**config.mk**
```make
export PLATFORM = sky130hd
export DESIGN_NAME = uart_flag_irq
export DESIGN_NICKNAME = d
export VERILOG_FILES = /design/src/rtl/uart_flag_pkg.sv /design/src/rtl/uart_flag_trig.sv /design/src/rtl/uart_flag_ctrl.sv /design/src/rtl/uart_flag_dp.sv /design/src/rtl/uart_flag_irq.sv
export SDC_FILE = /design/constraint.sdc
export NUM_CORES = 1
export LEC_CHECK = 0
export BUFFER_PORTS_ARGS = -buffer_cell sky130_fd_sc_hd__clkbuf_2
export CORE_ASPECT_RATIO = 0.9
export CORE_MARGIN = 4
export CORE_UTILIZATION = 50
export DETAILED_ROUTE_END_ITERATION = 10
export PLACE_DENSITY = 0.9
export SLEW_MARGIN = 20
export SYNTH_ARGS = -nofsm -noshare
export SYNTH_HDL_FRONTEND = slang
export SYNTH_HIERARCHICAL = 1
export SYNTH_SLANG_ARGS = --single-unit
```
**constraint.sdc**
```tcl
create_clock -name clk -period 1.6 [get_ports clk]
set_input_delay 0.08 -clock clk [delete_from_list [all_inputs] [get_ports clk]]
set_output_delay 0.08 -clock clk [all_outputs]
set_load 0.01 [all_outputs]
```
**src/rtl/uart_flag_pkg.sv**
```systemverilog
package uart_flag_pkg;

  localparam int FLAG_W  = 5;
  localparam int F_DR    = 0;
  localparam int F_RXF   = 1;
  localparam int F_BRK   = 2;
  localparam int F_TXE   = 3;
  localparam int F_ERR   = 4;

  localparam int CTRL_TIE = 7;
  localparam int CTRL_RIE = 6;

  typedef struct packed {
    logic              ctrlWr;
    logic [FLAG_W-1:0] clrReq;
  } flagStrobe_t;

endpackage

```
**src/rtl/uart_flag_trig.sv**
```systemverilog
module uart_flag_trig #(
  parameter int CNT_W   = 5,
  parameter int SEL_W   = 2,
  parameter bit ABOVE   = 1'b1
) (
  input  logic [CNT_W-1:0] count,
  input  logic [SEL_W-1:0] sel,
  output logic             hit
);

  logic [CNT_W-1:0] level;

  assign level = CNT_W'(1) << sel;

  generate
    if (ABOVE) begin : g_above
      assign hit = count > level;
    end else begin : g_below
      assign hit = count < level;
    end
  endgenerate

endmodule

```
**src/rtl/uart_flag_ctrl.sv**
```systemverilog
module uart_flag_ctrl
  import uart_flag_pkg::*;
(
  input  logic              clk,
  input  logic              rstN,
  input  logic              ctrlWrEn,
  input  logic              statRdEn,
  input  logic              statWrEn,
  input  logic [FLAG_W-1:0] statWrData,
  input  logic [FLAG_W-1:0] flags,
  output flagStrobe_t       strobe
);

  logic [FLAG_W-1:0] armQ;

  // Read-as-1 markers: a read reloads them from the live flags,
  // any status write consumes them.
  always_ff @(posedge clk or negedge rstN) begin
    if (!rstN) begin
      armQ <= '0;
    end else if (statRdEn) begin
      armQ <= flags;
    end else if (statWrEn) begin
      armQ <= '0;
    end
  end

  always_comb begin
    strobe.ctrlWr = ctrlWrEn;
    for (int i = 0; i < FLAG_W; i++) begin
      strobe.clrReq[i] = statWrEn & ~statWrData[i] & armQ[i];
    end
  end

endmodule

```
**src/rtl/uart_flag_dp.sv**
```systemverilog
module uart_flag_dp
  import uart_flag_pkg::*;
#(
  parameter int REG_W = 8
) (
  input  logic              clk,
  input  logic              rstN,
  input  flagStrobe_t       strobe,
  input  logic [REG_W-1:0]  ctrlWrData,
  input  logic [FLAG_W-1:0] setEvt,
  input  logic [FLAG_W-1:0] clrOk,
  output logic [FLAG_W-1:0] flags,
  output logic [REG_W-1:0]  ctrlReg,
  output logic              txIrq,
  output logic              rxIrq,
  output logic              errIrq,
  output logic              brkIrq
);

  always_ff @(posedge clk or negedge rstN) begin
    if (!rstN) begin
      ctrlReg <= '0;
    end else if (strobe.ctrlWr) begin
      ctrlReg <= ctrlWrData;
    end
  end

  genvar gi;
  generate
    for (gi = 0; gi < FLAG_W; gi++) begin : g_flag
      always_ff @(posedge clk or negedge rstN) begin
        if (!rstN) begin
          flags[gi] <= 1'b0;
        end else if (setEvt[gi]) begin
          flags[gi] <= 1'b1;
        end else if (strobe.clrReq[gi] && clrOk[gi]) begin
          flags[gi] <= 1'b0;
        end
      end
    end
  endgenerate

  logic tie;
  logic rie;
  assign tie = ctrlReg[CTRL_TIE];
  assign rie = ctrlReg[CTRL_RIE];

  always_ff @(posedge clk or negedge rstN) begin
    if (!rstN) begin
      txIrq  <= 1'b0;
      rxIrq  <= 1'b0;
      errIrq <= 1'b0;
      brkIrq <= 1'b0;
    end else begin
      txIrq  <= tie & flags[F_TXE];
      rxIrq  <= rie & (flags[F_RXF] | flags[F_DR]);
      errIrq <= rie & flags[F_ERR];
      brkIrq <= rie & flags[F_BRK];
    end
  end

endmodule

```
**src/rtl/uart_flag_irq.sv**
```systemverilog
module uart_flag_irq
  import uart_flag_pkg::*;
#(
  parameter int REG_W = 8,
  parameter int CNT_W = 5,
  parameter int SEL_W = 2
) (
  input  logic              clk,
  input  logic              rstN,
  input  logic              ctrlWrEn,
  input  logic [REG_W-1:0]  ctrlWrData,
  output logic [REG_W-1:0]  ctrlRdData,
  input  logic              statRdEn,
  input  logic              statWrEn,
  input  logic [FLAG_W-1:0] statWrData,
  output logic [FLAG_W-1:0] statRdData,
  input  logic [SEL_W-1:0]  txTrigSel,
  input  logic [SEL_W-1:0]  rxTrigSel,
  input  logic              txPop,
  input  logic [CNT_W-1:0]  txCount,
  input  logic              rxPush,
  input  logic [CNT_W-1:0]  rxCount,
  input  logic              rxDrEvt,
  input  logic              rxErrEvt,
  input  logic              rxBrkEvt,
  output logic              txIrq,
  output logic              rxIrq,
  output logic              errIrq,
  output logic              brkIrq
);

  flagStrobe_t       strobe;
  logic [FLAG_W-1:0] flags;
  logic [FLAG_W-1:0] setEvt;
  logic [FLAG_W-1:0] clrOk;
  logic              txSetHit, txClrHit, rxSetHit, rxClrHit;

  uart_flag_trig #(.CNT_W(CNT_W), .SEL_W(SEL_W), .ABOVE(1'b0)) txSet_i (
    .count(txCount), .sel(txTrigSel), .hit(txSetHit));
  uart_flag_trig #(.CNT_W(CNT_W), .SEL_W(SEL_W), .ABOVE(1'b1)) txClr_i (
    .count(txCount), .sel(txTrigSel), .hit(txClrHit));
  uart_flag_trig #(.CNT_W(CNT_W), .SEL_W(SEL_W), .ABOVE(1'b1)) rxSet_i (
    .count(rxCount), .sel(rxTrigSel), .hit(rxSetHit));
  uart_flag_trig #(.CNT_W(CNT_W), .SEL_W(SEL_W), .ABOVE(1'b0)) rxClr_i (
    .count(rxCount), .sel(rxTrigSel), .hit(rxClrHit));

  always_comb begin
    setEvt         = '0;
    setEvt[F_DR]   = rxDrEvt;
    setEvt[F_RXF]  = rxPush & rxSetHit;
    setEvt[F_BRK]  = rxBrkEvt;
    setEvt[F_TXE]  = txPop & txSetHit;
    setEvt[F_ERR]  = rxErrEvt;
    clrOk          = '1;
    clrOk[F_RXF]   = rxClrHit;
    clrOk[F_TXE]   = txClrHit;
  end

  uart_flag_ctrl ctrl_i (
    .clk(clk), .rstN(rstN), .ctrlWrEn(ctrlWrEn), .statRdEn(statRdEn),
    .statWrEn(statWrEn), .statWrData(statWrData), .flags(flags),
    .strobe(strobe));

  uart_flag_dp #(.REG_W(REG_W)) dp_i (
    .clk(clk), .rstN(rstN), .strobe(strobe), .ctrlWrData(ctrlWrData),
    .setEvt(setEvt), .clrOk(clrOk), .flags(flags), .ctrlReg(ctrlRdData),
    .txIrq(txIrq), .rxIrq(rxIrq), .errIrq(errIrq), .brkIrq(brkIrq));

  assign statRdData = flags;

endmodule

```
==> qor.txt <==
Status - completed
Data required, critical path - 1.81 ns
Initial antenna violation count - 0
Routed length on met1 - 1.159 mm
Post-CTS setup repair buffer count - 0
Insertion delay to the later sink of the worst-skew pair - 0.31 ns
Routed wl met3 - 208 um
Routed len/inst - 15.20 um
Root buffer cell - clkbuf_4
Routed wl met2 - 1.744 mm
Port Buffer Count - 53
Hold Crit Class - input port to register
Slew Limit Headroom - 0.6415
N_diodes - 0
Die ar. - 3461 sq um
Commonest register cell after synthesis - dfrtp_1
Largest net degree at the start of global routing - 23
Syn. warnings - 6
Vias per inst - 5.392
Static Leak - 0.8844 nW
PwrDens - 761.0 nW/um^2
Remaining global-route overflow - 0
Vias in the first global route - 1245
Design area - 1727 sq um
Area Overhead vs Synth - 33.72%
Total track usage - 0.2074
Worst IR Drop VDD - 742.0 uV
Worst slack, placed - -0.02614 ns
Die Height - 56.21 um
CP Launch Type - input port
Maxcap violations - 0
Worst Setup Path Type - input port to register
Fin crit share - 0.8017
First-pass GRT wire length - 5.437 mm
# DRC - 0
Clock tree buffer depth - 2
Final Setup Violations - 0
GPL Wtd Cong - 0.7753
# rows - 17
Share of cells above drive strength 1 - 0.3867
Max FO, Critical Path - 8
Max Clock Freq - 0.7796 GHz
Synth Cell Area - 1291 sq um
Pre-antenna DRT Iters - 4
Avg Inst Size Synth - 11.43 sq um
DR top layer - met4
Clock tree sinks - 22
Die Wd - 61.57 um
Crit path DAT - 1.50 ns
IO Count - 54
Worst Tran Pin Value - 0.5377 ns
Post-synth ARST share - 1.000
WL final - 3.177 mm
Clk_skew - 0.005396 ns
Core Area - 2467 sq um
RSZ-0062 raised after global routing - false
Placed instance area - 1580 sq um
DR iter-0 viols - 28
CTS resizes - 0
TritonCTS clock tree - yes
EDFF count, synth - 0
HPWL after DPL - 2.377 mm
Clock Pin Slew Worst Setup and Hold Paths - 0.12 ns
Starting Density - 0.5233
Slew Limit Fails - 0
Detail Route Antenna Nets - 0
Final hold vios - 0
Crit. End Element - register
Crit path time final - 1.283 ns
Gate Count Post-Synth - 113
Netlist cell types - 26
DR vias - 1127
CTS buffer count - 3
#FFs+latches synth - 22
Final net count - 233
Htree depth - 1
Sequential-to-total area share from yosys stat - 0.4264
Fin worst setup slack - 0.3173 ns
[layer usage]
| layer | vias up | GRT usage |
|---|---|---|
| li1 | 536 | - |
| met2 | 42 | 0.3647 |
| met1 | 541 | 0.2342 |
| met5 | - | 0 |
| met3 | 8 | 0.04640 |
| met4 | 0 | 0.07879 |
[through the flow]
stage                 util  TNS [ns]  power [mW]  instances  hold slack (ns)
floorplan                -         0      0.8403        115          -0.2156
global placement    0.6405         0      0.9739        194          0.07627
detailed placement  0.6405  -0.02614      0.9992        194          0.09202
CTS                 0.6957         0       1.320        208         0.002603
global route        0.6998         0       1.396        209         0.009811
finish              0.6998         0       1.314        209          0.02182
[path summary, 6_finish.rpt]
check,from,endpoint,slack [ns],cells past startpoint
max in group asynchronous,rstN,dp_i/ctrlReg[3]$_DFFE_PN0P_,0.96,2
min in group asynchronous,rstN,dp_i/flags[2]$_DFFE_PN0P_,0.28,2
worst min-delay path,ctrlWrData[3],dp_i/ctrlReg[3]$_DFFE_PN0P_,0.02,2
worst min register to register,ctrl_i/armQ[4]$_DFFE_PN0P_,ctrl_i/armQ[4]$_DFFE_PN0P_,0.51,1
worst max register to register,ctrl_i/armQ[0]$_DFFE_PN0P_,dp_i/flags[0]$_DFFE_PN0P_,0.73,3
worst max-delay path,rxTrigSel[1],dp_i/flags[1]$_DFFE_PN0P_,0.32,8
[worst max-delay path, stage by stage]
cell,delay [ns]
clkbuf_2,0.13
nand2b_1,0.16
ha_1,0.21
nor4_2,0.31
o21bai_1,0.14
a211oi_2,0.22
nand2_1,0.07
a21o_1,0.17
[logic make-up after synthesis]
logic type,Yosys count,share of synthesized area
buffers and inverters,6,0.02616
DFF,22,0.4264
other,1,0.002904
adders and majority gates,14,0.1357
AOI/OAI and AO/OA,23,0.1386
and+or+nand+nor,39,0.1773
muxes,8,0.09303
[cell usage after synthesis, types with 2 or more instances]
cell | number | share of area
a211oi_2 | 2 | 0.019
a21o_1 | 5 | 0.029
a21oi_1 | 2 | 0.0078
a22o_1 | 5 | 0.034
and2_1 | 5 | 0.024
and3b_1 | 4 | 0.027
dfrtp_1 | 22 | 0.43
ha_1 | 14 | 0.14
inv_1 | 4 | 0.012
mux2_4 | 8 | 0.093
nand2_1 | 10 | 0.029
nand2b_1 | 6 | 0.029
nand3_1 | 2 | 0.0078
nor2_1 | 5 | 0.015
nor2b_1 | 2 | 0.0097
nor4_2 | 2 | 0.019
o21ai_0 | 2 | 0.0078
o21ai_1 | 2 | 0.0078
o21bai_1 | 2 | 0.012
o32a_1 | 2 | 0.016
or2b_1 | 2 | 0.012
[registers in the layout (all words and copies together), names as in the netlist]
register	flops
dp_i/rxIrq	1
dp_i/txIrq	1
ctrl_i/armQ	5
dp_i/errIrq	1
dp_i/brkIrq	1
dp_i/ctrlReg	8
dp_i/flags	5
[report_power, final]
group	leakage, nW	switching, mW	internal [mW]
Sequential	0.247	0.0433	0.616
Clock	0.0210	0.165	0.139
Combinational	0.616	0.162	0.189
Total	0.884	0.370	0.944
[repair_timing]
action | 4_1_cts | 5_1_grt
hold buffers | 10 | 1
setup endpoints to repair | 0 | 0
endpoints found under the hold margin | 31 | 1
[placed cells by master, fill, tap and decap left out, drive strengths merged]
cell         instances
inv                  4
and3b                4
a21o                 5
clkbuf              57
nand3                2
a21oi                2
o21ai                4
or2b                 2
o32a                 2
nand2               10
a211oi               2
nand2b               6
conb                 3
nor2                 6
o21bai               2
o21a                 1
nor2b                2
a22o                 5
dfrtp               22
mux2                 8
nor4                 2
and2                 5
ha                  14
dlygate4sd3         11
[area by class of cell]
class	instances	area, sq um
Timing Repair Buffer	64	375.4
Clock buffer	4	36.28
Fill cell	173	740.7
Inverter	4	15.01
Tap cell	28	35.03
Sequential cell	22	550.5
Multi-Input combinational cell	87	714.4
Power figures use the tool's default switching activity.
